File: config.mk
export PLATFORM = sky130hd
export DESIGN_NAME = irq_ctl
export DESIGN_NICKNAME = d
export VERILOG_FILES = /design/src/rtl/irq_ctl_pkg.sv /design/src/rtl/irq_regs.sv /design/src/rtl/irq_prio.sv /design/src/rtl/irq_ack_fsm.sv /design/src/rtl/irq_ctl.sv
export SDC_FILE = /design/constraint.sdc
export NUM_CORES = 1
export LEC_CHECK = 0
export BUFFER_PORTS_ARGS = -buffer_cell sky130_fd_sc_hd__buf_2
export CORE_MARGIN = 1.5
export CORE_UTILIZATION = 55
export CTS_CLUSTER_SIZE = 20
export DETAILED_ROUTE_END_ITERATION = 12
export GPL_TIMING_DRIVEN = 0
export PLACE_DENSITY = 0.78
export SLEW_MARGIN = 0
export SYNTH_ARGS = -nofsm -noshare
export SYNTH_HDL_FRONTEND = slang
export SYNTH_SLANG_ARGS = --single-unit
File: constraint.sdc
create_clock -name clk -period 2.9 [get_ports clk]
set_input_delay 0.58 -clock clk [delete_from_list [all_inputs] [get_ports clk]]
set_output_delay 0.58 -clock clk [all_outputs]
set_load 0.03 [all_outputs]
File: src/rtl/irq_ctl_pkg.sv
`timescale 1ns/1ps
// Package: shared state type and register address codes for irq_ctl.
package irq_ctl_pkg;
    // Acknowledge sequence states: waiting, first pulse low, gap, second pulse low.
    typedef enum logic [1:0] {
        ACK_IDLE   = 2'd0,
        ACK_FIRST  = 2'd1,
        ACK_GAP    = 2'd2,
        ACK_SECOND = 2'd3
    } ack_state_t;

    // Register port address codes.
    localparam logic [1:0] ADDR_MASK = 2'd0;
    localparam logic [1:0] ADDR_BASE = 2'd1;
    localparam logic [1:0] ADDR_ISR  = 2'd2;
    localparam logic [1:0] ADDR_REQ  = 2'd3;
endpackage

File: src/rtl/irq_regs.sv
`timescale 1ns/1ps
// Module: irq_regs
// Holds the sampled request lines, the per-line mask, the vector base and the
// in-service bits, and serves the register read/write port.
// Assumes VW >= N so that one data word covers all lines.
module irq_regs #(
    parameter int N        = 8,
    parameter int VW       = 8,
    parameter int BASE_RST = 32,
    parameter int BASE_MIN = 32
) (
    input  logic          clk,
    input  logic          rst_n,
    input  logic [N-1:0]  irq_i,
    input  logic          reg_we_i,
    input  logic [1:0]    reg_addr_i,
    input  logic [VW-1:0] reg_wdata_i,
    input  logic [N-1:0]  isr_set_i,
    output logic [N-1:0]  req_q,
    output logic [N-1:0]  mask_q,
    output logic [VW-1:0] base_q,
    output logic [N-1:0]  isr_q,
    output logic [VW-1:0] reg_rdata_o
);
    import irq_ctl_pkg::*;

    localparam int BASE_MAX = (1 << VW) - N;

    logic          wr_mask, wr_base, wr_eoi, base_ok;
    logic [N-1:0]  eoi_clr;

    // Decode which register a write targets and whether a new base is in range.
    always_comb begin
        wr_mask = reg_we_i && (reg_addr_i == ADDR_MASK);
        wr_base = reg_we_i && (reg_addr_i == ADDR_BASE);
        wr_eoi  = reg_we_i && (reg_addr_i == ADDR_ISR);
        base_ok = (int'(reg_wdata_i) >= BASE_MIN) && (int'(reg_wdata_i) <= BASE_MAX);
        eoi_clr = wr_eoi ? reg_wdata_i[N-1:0] : '0;
    end

    // Sample the level-sensitive request lines every cycle.
    always_ff @(posedge clk) begin
        if (!rst_n) req_q <= '0;
        else        req_q <= irq_i;
    end

    // Mask and base registers, base writes outside the legal range dropped.
    always_ff @(posedge clk) begin
        if (!rst_n) begin
            mask_q <= '0;
            base_q <= VW'(BASE_RST);
        end else begin
            if (wr_mask)            mask_q <= reg_wdata_i[N-1:0];
            if (wr_base && base_ok) base_q <= reg_wdata_i;
        end
    end

    // In-service bits: set by acknowledge, cleared by end-of-interrupt.
    always_ff @(posedge clk) begin
        if (!rst_n) isr_q <= '0;
        else        isr_q <= (isr_q | isr_set_i) & ~eoi_clr;
    end

    // Read multiplexer for the register port.
    always_comb begin
        unique case (reg_addr_i)
            ADDR_MASK: reg_rdata_o = VW'(mask_q);
            ADDR_BASE: reg_rdata_o = base_q;
            ADDR_ISR:  reg_rdata_o = VW'(isr_q);
            default:   reg_rdata_o = VW'(req_q);
        endcase
    end
endmodule

File: src/rtl/irq_prio.sv
`timescale 1ns/1ps
// Module: irq_prio
// Fixed-priority resolver: line 0 highest. A line is eligible when pending and
// no in-service bit at its own or a higher level is set. Purely combinational.
module irq_prio #(
    parameter int N  = 8,
    localparam int IW = $clog2(N)
) (
    input  logic [N-1:0]  pend_i,
    input  logic [N-1:0]  isr_i,
    output logic          win_valid_o,
    output logic [IW-1:0] win_idx_o
);
    logic [N-1:0] allowed;
    logic [N-1:0] cand;

    // Each level is open only while no equal or higher level is in service.
    for (genvar i = 0; i < N; i++) begin : g_open
        assign allowed[i] = ~|isr_i[i:0];
    end

    assign cand = pend_i & allowed;

    // Pick the lowest-numbered candidate.
    always_comb begin
        win_valid_o = 1'b0;
        win_idx_o   = '0;
        for (int i = N - 1; i >= 0; i--) begin
            if (cand[i]) begin
                win_valid_o = 1'b1;
                win_idx_o   = IW'(i);
            end
        end
    end
endmodule

File: src/rtl/irq_ack_fsm.sv
`timescale 1ns/1ps
// Module: irq_ack_fsm
// Follows the two-pulse acknowledge, drives the interrupt request, latches
// the winner on the first pulse and drives the vector during the second.
// Assumes inta_n_i is synchronous to clk and each pulse lasts at least a cycle.
module irq_ack_fsm #(
    parameter int N  = 8,
    parameter int VW = 8,
    localparam int IW = $clog2(N)
) (
    input  logic          clk,
    input  logic          rst_n,
    input  logic          inta_n_i,
    input  logic          win_valid_i,
    input  logic [IW-1:0] win_idx_i,
    input  logic [VW-1:0] base_i,
    output logic          intr_o,
    output logic [N-1:0]  isr_set_o,
    output logic [VW-1:0] data_o,
    output logic          data_oe_o
);
    import irq_ctl_pkg::*;

    ack_state_t    st_q, st_d;
    logic [IW-1:0] lock_q;
    logic          start;

    assign start = (st_q == ACK_IDLE) && !inta_n_i;

    // Next-state logic driven by the level of the acknowledge line.
    always_comb begin
        st_d = st_q;
        unique case (st_q)
            ACK_IDLE:   if (!inta_n_i) st_d = ACK_FIRST;
            ACK_FIRST:  if (inta_n_i)  st_d = ACK_GAP;
            ACK_GAP:    if (!inta_n_i) st_d = ACK_SECOND;
            ACK_SECOND: if (inta_n_i)  st_d = ACK_IDLE;
            default:    st_d = ACK_IDLE;
        endcase
    end

    // State and latched winner; no winner falls back to the lowest level.
    always_ff @(posedge clk) begin
        if (!rst_n) begin
            st_q   <= ACK_IDLE;
            lock_q <= '0;
        end else begin
            st_q <= st_d;
            if (start) lock_q <= win_valid_i ? win_idx_i : IW'(N - 1);
        end
    end

    // Request output, in-service set pulse and vector bus.
    always_comb begin
        intr_o    = (st_q == ACK_IDLE) && inta_n_i && win_valid_i;
        isr_set_o = (start && win_valid_i) ? (N'(1) << win_idx_i) : '0;
        data_oe_o = ((st_q == ACK_GAP) || (st_q == ACK_SECOND)) && !inta_n_i;
        data_o    = data_oe_o ? (base_i + VW'(lock_q)) : '0;
    end
endmodule

File: src/rtl/irq_ctl.sv
`timescale 1ns/1ps
// Module: irq_ctl (top)
// Eight-line interrupt controller: register file, priority resolver and
// acknowledge sequencer. Line 0 is the timer, line 2 the cascade request.
module irq_ctl #(
    parameter int N        = 8,
    parameter int VW       = 8,
    parameter int BASE_RST = 32,
    parameter int BASE_MIN = 32,
    localparam int IW = $clog2(N)
) (
    input  logic          clk,
    input  logic          rst_n,
    input  logic [N-1:0]  irq_i,
    input  logic          inta_n_i,
    input  logic          reg_we_i,
    input  logic [1:0]    reg_addr_i,
    input  logic [VW-1:0] reg_wdata_i,
    output logic [VW-1:0] reg_rdata_o,
    output logic          intr_o,
    output logic [VW-1:0] data_o,
    output logic          data_oe_o
);
    logic [N-1:0]  req_q, mask_q, isr_q, isr_set, pend;
    logic [VW-1:0] base_q;
    logic          win_valid;
    logic [IW-1:0] win_idx;

    // Unmasked pending requests feed the resolver.
    assign pend = req_q & ~mask_q;

    irq_regs #(.N(N), .VW(VW), .BASE_RST(BASE_RST), .BASE_MIN(BASE_MIN)) u_regs (
        .clk(clk), .rst_n(rst_n), .irq_i(irq_i),
        .reg_we_i(reg_we_i), .reg_addr_i(reg_addr_i), .reg_wdata_i(reg_wdata_i),
        .isr_set_i(isr_set), .req_q(req_q), .mask_q(mask_q), .base_q(base_q),
        .isr_q(isr_q), .reg_rdata_o(reg_rdata_o)
    );

    irq_prio #(.N(N)) u_prio (
        .pend_i(pend), .isr_i(isr_q), .win_valid_o(win_valid), .win_idx_o(win_idx)
    );

    irq_ack_fsm #(.N(N), .VW(VW)) u_ack (
        .clk(clk), .rst_n(rst_n), .inta_n_i(inta_n_i),
        .win_valid_i(win_valid), .win_idx_i(win_idx), .base_i(base_q),
        .intr_o(intr_o), .isr_set_o(isr_set), .data_o(data_o), .data_oe_o(data_oe_o)
    );
endmodule

# After elaboration in Yosys (flattened, before gate mapping)
# Index checks and enable logic that the tools add are counted.
# op_classes
addsub	1
order_cmp	2
n_eq_ne	9
shifts	1
muxes	26
bitwise_logic	6
n_reduce_logical	30
# op_table
op	count
3-bit 2-to-1 mux	9
8-bit bitwise AND	3
8-bit 2-to-1 mux	3
8-bit case mux with 3 select lines	1
8-bit NOT	2
1-bit logical AND	10
1-bit logical NOT	9
8-bit by 3-bit adder with 8-bit output	1
8-bit by 6-bit greater-or-equal comparator with 1-bit output, second input constant	1
8-bit <= comparator, second input constant	1
1-bit 2-to-1 mux	8
2-bit 2-to-1 mux	4
2-bit != test, second input constant	4
8-bit OR	1
2-bit case mux with 4 select lines	1
8-bit OR reduction	1
1-bit by 3-bit << shifter with 8-bit output, first input constant	1
7-bit OR reduction	1
2-bit == test, second input constant	3
6-bit OR reduction	1
5-bit OR reduction	1
2-bit by 1-bit == test with 1-bit output, second input constant	2
2-bit logical NOT	2
4-bit AND reduction	1
other kinds (4)	4
# word_totals
ff_bits	37
inputBits	22
out_inout_bits	18

# Longest topological paths before layout
# Gate-level depths: netlist (run 1).
# logic_depth
depth_word	15
mapped_depth	7
mapped_depth_nobuf	7

# Cells and area by module
# From an unflattened synthesis (run 1), not the netlist that was laid out.
# unflattened
cells_unflattened	228
area_unflattened_um2	2180.8
# by_module_without_submodules
module	n_inst	cells_each	area_each_um2
irq_regs	1	118	1325.0
irq_ack_fsm	1	76	584.3
irq_prio	1	26	161.4
irq_ctl	1	8	110.1

# Worst setup path after synthesis (run 1)
# OpenSTA, ideal clock, no wires.
# synth_path
path_type	input -> output
start	in reg_addr_i[0]
end	out reg_rdata_o[0]
t_arrival_ns	1.786
t_required_ns	2.320
slack_ns	0.534
cell_stages	2
path_buffers	1
cell_sequence	clkbuf_1 -> mux4_1
# synth_between
elab_chain_len	2
# synth_rtl
element	line_no	rtl
from (decl)	irq_ctl.sv:17	input logic [1:0] reg_addr_i,
2-bit == test, or another cell as far along	irq_regs.sv:66	unique case (reg_addr_i)
8-bit case mux with 3 select lines (*)	irq_regs.sv:66	
to (decl)	irq_ctl.sv:19	output logic [VW-1:0] reg_rdata_o,
# Every way passes the cells marked *; elsewhere a longest branch is shown, timed or not.

# Worst setup path after layout (run 1)
# layout_path
start	reg u_regs.isr_q[0]
end	out intr_o
# layout_between
elab_chain_len	12
# layout_rtl
element	line_no	rtl
from (decl)	irq_regs.sv:22	output logic [N-1:0] isr_q,
from (signal assigned)	irq_regs.sv:61	else isr_q <= (isr_q | isr_set_i) & ~eoi_clr;
8-bit OR reduction	irq_prio.sv:19	assign allowed[i] = ~|isr_i[i:0];
1-bit logical NOT	irq_prio.sv:19	
8-bit bitwise AND (*)	irq_prio.sv:22	assign cand = pend_i & allowed;
1-bit 2-to-1 mux (7 in a row)	irq_prio.sv:29	if (cand[i]) begin
1-bit 2-to-1 mux (*)	irq_prio.sv:29	
1-bit logical AND (*)	irq_ack_fsm.sv:55	intr_o = (st_q == ACK_IDLE) && inta_n_i && win_valid_i;
to (decl)	irq_ctl.sv:20	output logic intr_o,
# Marked as above.

==> flow_summary.toml, run 1 <==
[placed_design]
dp_hpwl_um = 3680
io_buffers = 38
gp_congestion = 0.871

[synthesis]
synth_fp_nets = 256
syn-cell-area_mm2 = 0.00214
synth_warnings = 0
post_synth_inst_count = 225
avgSynthCellArea_um2 = 9.51
ys_ff_latch = 37
synth_enable_flop_cells = 0
synthFlopType = "dfxtp_1"
synth-seq-area-share = 0.346
async_reset_ff_frac = 0
synth_cell_types = 48

[clock_network]
clockRootBuffer = "clkbuf_8"
clkTransAtPathRegs_ns = 0.07
cts_tree = "yes"
clk_latency_ns = 0.29
cts.sinks = 37
ctsHoldBuffers = 0
htreeDepth = 2
clk_path_buf_depth = 2
numCtsBuffers = 5

[global_routing]
grt_max_degree = 11
grt_use_total = 0.252
grt_first_pass_wirelength_um = 7960
antenna_found_initial = 0
first_global_vias = 1697
globalRouteOverflowTotal = 0

[setup_path]
start_kind = "flop"
endpoint_kind = "output pin"
crit_fanout = 8
crit_required_ns = 2.32
critical_path_class = "flop to output pin"
critPathArrivalTime_ns = 2.17

[sta]
slew_violations = 0
finalSetupViolCount = 0
period_minus_slack_ns = 2.75
slew_headroom = 0.247
tns_ns = 0
worstMarginPinSlew_ns = 1.12
hold_viol = 0
rsz0062_at_grt = "false"
finalCritPeriodShare = 0.949
fin_skew_ns = 0.00400
clock.fmax_ghz = 0.364

[drt]
vias = 1820
ant_nets = 0
drt-pass1-iter-count = 4
via_per_inst = 5.72
drt_iter0_drc = 61
wirelength_um = 4940
drc = 0
wire_per_inst_um = 15.5

[floorplanning]
die_height_um = 65.4
die_area_mm2 = 0.00427
die-width_um = 65.4
initial_core_util = 0.580
core-area_mm2 = 0.00369
io_pins = 40
rows = 22

[pwr]
p_leak_nw = 1.05
power_density_mw_per_mm2 = 568
ir_drop_mv = 0.424

[worst_hold_path]
hold_class = "input pin to flop"

[layout]
diodes = 0
layout.nets = 301
fillers = 324
syn_to_final_growth_pct = 16.0
layout-drive-gt1-share = 0.244
final_cell_mix = "buf_2, dfxtp_1, nand2_1"
final_common_cell = "buf_2"
fin_util = 0.673

[status]
status = "finished clean"

[job]
maxCapViolations = 0
[synth_stat cells (all sizes together) (3+ instances only)]
cell type  count  area (um2)
dfxtp         37         741
nand2         20        75.1
nor2          18        70.1
mux2i         17         170
nor2b         17         106
and2          10        62.6
a21oi          9        45.0
ha             8         100
inv            8        30.0
mux4           8         184
nor3           6        30.0
clkbuf         5        18.8
o21ai          5        25.0
a31oi          4        25.0
nand3          4        20.0
buf            3        22.5
nand2b         3        18.8
nand4          3        18.8
nor3b          3        22.5
nor4b          3        26.3
o211a          3        30.0
o31ai          3        46.3
or3            3        18.8
xnor2          3        26.3
[stage by stage]
step           instances  setup WS [ns]  total power [mW]  hold slack, ns  instance area [um2]
2_1_floorplan        225          0.534             0.946           0.440                 2140
3_3_place_gp         311          0.246              1.05           0.463                 2390
3_5_place_dp         311          0.212              1.05           0.487                 2390
4_1_cts              318          0.168              1.41           0.489                 2480
5_1_grt              318         0.0908              1.48           0.487                 2480
6_report             318          0.149              1.41           0.491                 2480
[report_power, final]
group,internal (mW),switching (mW),total (mW)
sequential,0.554,0.0435,0.598
clock,0.188,0.172,0.360
combinational,0.184,0.267,0.451
[sequential cells by signal, summed over array words and instances (netlist names)]
signal,cells
u_regs.isr_q,8
u_regs.req_q,8
u_regs.mask_q,8
u_ack.st_q,2
u_regs.base_q,8
u_ack.lock_q,3
[worst max-delay path, cell delays in order (launching register included)]
cell and delay [ns]:
dfxtp_1 0.38, or4_4 0.58, o32a_2 0.41, nand3_1 0.16, and3_1 0.16, buf_2 0.19
[layer usage]
| layer | wire [um] | GRT usage | vias up |
|---|---|---|---|
| li1 | - | - | 897 |
| met1 | 2180 | 0.313 | 864 |
| met2 | 2400 | 0.415 | 52 |
| met3 | 300 | 0.0685 | 7 |
| met4 | 63 | 0.0990 | 0 |
| met5 | 0 | 0 | - |
[area by class of cell]
type / count / area, um2 / share of cell area
buffer: 8 / 41.3 / 0.0166
clock buffer: 7 / 86.3 / 0.0348
inverter: 8 / 30.0 / 0.0121
multi-input combinational: 172 / 1330 / 0.537
sequential: 37 / 741 / 0.298
tap: 48 / 60.1 / 0.0242
timing repair buffer: 38 / 190 / 0.0766
[cell families (layout without fill, tap and decap cells)]
family	after synthesis	in the layout	share of synthesized area
AND/OR/NAND/NOR	100	100	0.261
flip-flops	37	37	0.346
AO/OA/AOI/OAI	33	33	0.117
multiplexers	25	25	0.165
buffers and inverters	16	61	0.0333
adder cells (fa/ha/maj)	9	9	0.0561
XOR/XNOR	5	5	0.0205
[worst paths after layout]
path / start / endpoint / slack [ns] / cells past startpoint
worst max-delay path: u_regs.isr_q[0]$_SDFF_PN0_ / intr_o / 0.15 / 5
worst min-delay path: irq_i[1] / u_regs.req_q[1]$_SDFF_PN0_ / 0.49 / 2
worst max register to register: u_regs.isr_q[0]$_SDFF_PN0_ / u_regs.isr_q[7]$_SDFF_PN0_ / 0.56 / 5
worst min register to register: u_ack.lock_q[2]$_SDFFE_PN0P_ / u_ack.lock_q[2]$_SDFFE_PN0P_ / 0.50 / 2
[what timing repair did]
item,4_1_cts,5_1_grt
resized for setup,0,1
endpoints found under the setup margin,0,1
buffers inserted,0,0
No activity file was read; power rests on OpenSTA's default activity.
==> run 2, diff against run 1 <==
==> constraint.sdc (replaced) <==
create_clock -name clk -period 3.3 [get_ports clk]
set_input_delay 0.66 -clock clk [delete_from_list [all_inputs] [get_ports clk]]
set_output_delay 0.66 -clock clk [all_outputs]
set_load 0.03 [all_outputs]
==> run 2 against run 1 <==
Effect of this change:
- via count down 0.55%
- register-to-register slack better by 0.42 ns
- worst hold slack better by 0.012 ns
- largest power group unchanged
==> flow_summary.toml, run 2 (synthesis results as in run 1) <==
[drt]
drc = 0
vias = 1810
drt-pass1-iter-count = 4
wirelength_um = 4900
via_per_inst = 5.69
ant_nets = 0
wire_per_inst_um = 15.4
drt_iter0_drc = 56

[placed_design]
post_dp_cell_area_mm2 = 0.00239
gp_congestion = 0.871
io_buffers = 38
dp_hpwl_um = 3680

[sta]
slew_violations = 0
hold_viol = 0
finalCritPeriodShare = 0.853
tns_ns = 0
period_minus_slack_ns = 2.81
clock.fmax_ghz = 0.355
fin_hold_ws_ns = 0.503
finalSetupViolCount = 0
fin_skew_ns = 0.00351
slew_headroom = 0.248
worstMarginPinSlew_ns = 1.12
rsz0062_at_grt = "false"

[floorplanning]
die-width_um = 65.4
die_area_mm2 = 0.00427
core-area_mm2 = 0.00369
die_height_um = 65.4
rows = 22
initial_core_util = 0.580
io_pins = 40

[clock_network]
cts.sinks = 37
ctsHoldBuffers = 0
cts_post_setup_buffers_inserted = 0
clkTransAtPathRegs_ns = 0.07
htreeDepth = 2
clk_latency_ns = 0.29
clockRootBuffer = "clkbuf_8"
numCtsBuffers = 5
cts_tree = "yes"
clk_path_buf_depth = 2
cts_resized = 0

[setup_path]
slowest_delay_ns = 0.57
crit_chain = "or4_4 > o32a_2 > nand3_1 > and3_1 > buf_2"
start_kind = "flop"
critical-path-top-delay-family = "simple AND/OR/NAND/NOR gates"
critPathArrivalTime_ns = 2.15
crit_buf_inv = 1
crit_fanout = 8
crit_required_ns = 2.64
slowest_stage = "or4_4"
critical_path_class = "flop to output pin"
endpoint_kind = "output pin"

[layout]
seq_area_um2 = 741
final_area_mm2 = 0.00248
fillers = 323
final_common_cell = "buf_2"
final_cell_mix = "buf_2, dfxtp_1, nand2_1"
diodes = 0
layout.nets = 301
syn_to_final_growth_pct = 15.7
layout-drive-gt1-share = 0.241
multi_input_area_mm2 = 0.00133
fin_util = 0.671

[global_routing]
grt_use_total = 0.252
antenna_found_initial = 0
first_global_vias = 1697
globalRouteOverflowTotal = 0
grt_first_pass_wirelength_um = 7960
grt_max_degree = 11

[pwr]
p_switching_uw = 422
ir_drop_mv = 0.372
combPwrFrac = 0.320
p_leak_nw = 1.05
clockPowerShare = 0.255
cell_internal_pwr_uw = 814
swShare = 0.341
power_density_mw_per_mm2 = 499
power_mw = 1.24
seqPwrFrac = 0.425

[job]
maxCapViolations = 0

[worst_hold_path]
hold_class = "flop to flop"

[status]
status = "finished clean"
## run 2: cell type report
type,instances,area share
flip-flops and latches,37,0.299
clock buffers,7,0.0349
multi-input cells,172,0.536
well taps,48,0.0243
inverters,8,0.0121
plain buffers,8,0.0167
repair buffers,38,0.0768
## run 2: tightest hold or removal path, stage by stage, from the launching register on
cell and delay (ns):
dfxtp_1 0.33, nand2_1 0.07, a21oi_1 0.06
## run 2: routing by layer
| layer | wire, um | global-route usage | part of all wire | up-vias |
|---|---|---|---|---|
| li1 | - | - | - | 897 |
| met1 | 2170 | 0.313 | 0.44 | 853 |
| met2 | 2380 | 0.415 | 0.48 | 53 |
| met3 | 296 | 0.0685 | 0.060 | 7 |
| met4 | 62 | 0.0990 | 0.013 | 0 |
| met5 | 0 | 0 | 0 | - |
## run 2: final timing paths
kind / startpoint / to / slack (ns) / cells after the start
worst max-delay path: u_regs.isr_q[0]$_SDFF_PN0_ / intr_o / 0.49 / 5
worst min-delay path: u_ack.lock_q[2]$_SDFFE_PN0P_ / u_ack.lock_q[2]$_SDFFE_PN0P_ / 0.50 / 2
worst max register to register: u_regs.isr_q[0]$_SDFF_PN0_ / u_regs.isr_q[7]$_SDFF_PN0_ / 0.98 / 5
worst min register to register: u_ack.lock_q[2]$_SDFFE_PN0P_ / u_ack.lock_q[2]$_SDFFE_PN0P_ / 0.50 / 2
## run 2: per-stage QoR
step	worst slack (ns)	std cells
final	0.485	318
after global routing	0.318	318
after CTS	0.452	318
after detailed placement	0.452	311
after global placement	0.486	311
after floorplan	0.774	225
## run 2: power groups by stage
stage | clock [mW] | sequential (mW) | combinational, mW
floorplan | 0 | 0.523 | 0.309
global placement | 0 | 0.531 | 0.387
detailed placement | 0 | 0.534 | 0.392
CTS | 0.318 | 0.525 | 0.395
global route | 0.336 | 0.529 | 0.437
finish | 0.315 | 0.525 | 0.396
==> run 3, diff against run 2 <==
--- a/config.mk
+++ b/config.mk
@@ -6,7 +6,6 @@
 export NUM_CORES = 1
 export LEC_CHECK = 0
 export BUFFER_PORTS_ARGS = -buffer_cell sky130_fd_sc_hd__buf_2
-export CORE_MARGIN = 1.5
 export CORE_UTILIZATION = 55
 export CTS_CLUSTER_SIZE = 20
 export DETAILED_ROUTE_END_ITERATION = 12
==> run 3 against run 2 <==
Effect of this change:
- final cell count is 0.31% higher
- sequential power is essentially flat
- critical endpoint is now reg_rdata_o[0]
- clock-buffer cell count increased by 1
- register-to-register slack lost 0.08 ns
- combinational power increased by 1%
- first-iteration DRC count up 73%
- via count increased by 0.39%
- critical path type is now input pin to output pin
==> flow_summary.toml, run 3 (synthesis results as in run 1) <==
[layout]
layout-drive-gt1-share = 0.236
seq_area_um2 = 741
diodes = 0
layout.nets = 301
multi_input_area_mm2 = 0.00133
final_area_mm2 = 0.00247
final_common_cell = "buf_2"
final_cells = 319
fillers = 324
syn_to_final_growth_pct = 15.4
final_cell_mix = "buf_2, dfxtp_1, nand2_1"

[worst_hold_path]
holdPathStages = 2
hold_class = "flop to flop"

[sta]
period_minus_slack_ns = 2.83
tns_ns = 0
clock.fmax_ghz = 0.353
rsz0062_at_grt = "false"
finalCritPeriodShare = 0.858
fin_skew_ns = 0.00734
postLayoutSetupSlackWorst_ns = 0.468
hold_viol = 0
slew_violations = 0
slew_headroom = 0.213
finalSetupViolCount = 0
worstMarginPinSlew_ns = 1.18

[placed_design]
io_buffers = 38
dp_slack_ns = 0.447
gp_congestion = 0.892
dp_cells = 311
post_dp_cell_area_mm2 = 0.00239
dp_hpwl_um = 3660

[floorplanning]
rows = 22
die-width_um = 64.4
die_height_um = 64.4
initial_core_util = 0.580
core-area_mm2 = 0.00369
io_pins = 40
die_area_mm2 = 0.00414

[drt]
ant_nets = 0
via_per_inst = 5.70
wirelength_um = 4910
drt-pass1-iter-count = 4
drc = 0
wire_per_inst_um = 15.4
drt_iter0_drc = 97
vias = 1817

[setup_path]
start_kind = "input pin"
crit_chain = "buf_2 > clkbuf_1 > mux4_1 > buf_2"
reg2reg_depth = 5
critical-path-top-delay-family = "buffers and inverters"
slowest_stage = "mux4_1"
critPathArrivalTime_ns = 2.17
crit_required_ns = 2.64
endpoint_kind = "output pin"
crit_fanout = 10
slowest_delay_ns = 0.64
crit_path_frequent_cell = "buf_2"
worstSetupPathDepth = 4
crit_buf_inv = 3
critical_path_class = "input pin to output pin"

[pwr]
p_switching_uw = 426
ir_drop_mv = 0.275
power_density_mw_per_mm2 = 496
combPwrFrac = 0.326
cell_internal_pwr_uw = 799
clockPowerShare = 0.246
seqPwrFrac = 0.427
swShare = 0.348
p_leak_nw = 1.04

[global_routing]
grt_first_pass_wirelength_um = 8230
grt_max_degree = 11
antenna_found_initial = 0
grt_use_total = 0.268
globalRouteOverflowTotal = 0
first_global_vias = 1678

[status]
status = "finished clean"

[job]
maxCapViolations = 0

[clock_network]
cts_tree = "yes"
numCtsBuffers = 5
cts.sinks = 37
clk_latency_ns = 0.29
clkTransAtPathRegs_ns = 0.07
htreeDepth = 2
clk_path_buf_depth = 2
clockRootBuffer = "clkbuf_8"
cts_resized = 0
cts_post_setup_buffers_inserted = 0
ctsHoldBuffers = 0
[run 3: changes by cell type in the layout (fill, tap and decap cells not counted), sizes merged]
cell	change
clkbuf	+1
[run 3: layout make-up]
cell class | count | area share
tap | 48 | 0.0243
buffer | 8 | 0.0167
sequential | 37 | 0.300
timing repair buffer | 38 | 0.0770
clock buffer | 8 | 0.0324
inverter | 8 | 0.0122
multi-input combinational | 172 | 0.537
[run 3: final timing paths]
path	start	endpoint	slack, ns
max	reg_addr_i[0]	reg_rdata_o[0]	0.47
min	u_ack.lock_q[2]$_SDFFE_PN0P_	u_ack.lock_q[2]$_SDFFE_PN0P_	0.46
min reg2reg	u_ack.lock_q[2]$_SDFFE_PN0P_	u_ack.lock_q[2]$_SDFFE_PN0P_	0.46
max reg2reg	u_regs.isr_q[0]$_SDFF_PN0_	u_regs.isr_q[7]$_SDFF_PN0_	0.90
[run 3: tightest hold or removal path, delay by kind of cell (launching register included)]
kind / cells / cell delay (ns)
AO/OA/AOI/OAI: 1 / 0.05
flip-flops: 1 / 0.31
AND/OR/NAND/NOR: 1 / 0.05
[run 3: power by group through the flow]
stage | Sequential [mW] | Clock (mW) | Combinational [mW]
finish | 0.524 | 0.301 | 0.400
global route | 0.529 | 0.326 | 0.444
CTS | 0.524 | 0.306 | 0.401
detailed placement | 0.534 | 0 | 0.397
global placement | 0.532 | 0 | 0.389
floorplan | 0.523 | 0 | 0.309
[run 3: metal layers]
metal | track usage | routed length, um | vias to the layer above
met5 | 0 | 0 | -
met4 | 0.108 | 112 | 0
met3 | 0.0607 | 327 | 10
met2 | 0.420 | 2280 | 68
met1 | 0.355 | 2190 | 839
li1 | - | - | 900
[run 3: stage by stage]
step / power, mW / util / hold slack (ns)
final: 1.22 / 0.670 / 0.461
after global routing: 1.30 / 0.670 / 0.485
after CTS: 1.23 / 0.670 / 0.462
after detailed placement: 0.931 / 0.648 / 0.453
after global placement: 0.920 / 0.648 / 0.452
after floorplan: 0.831 / - / 0.440
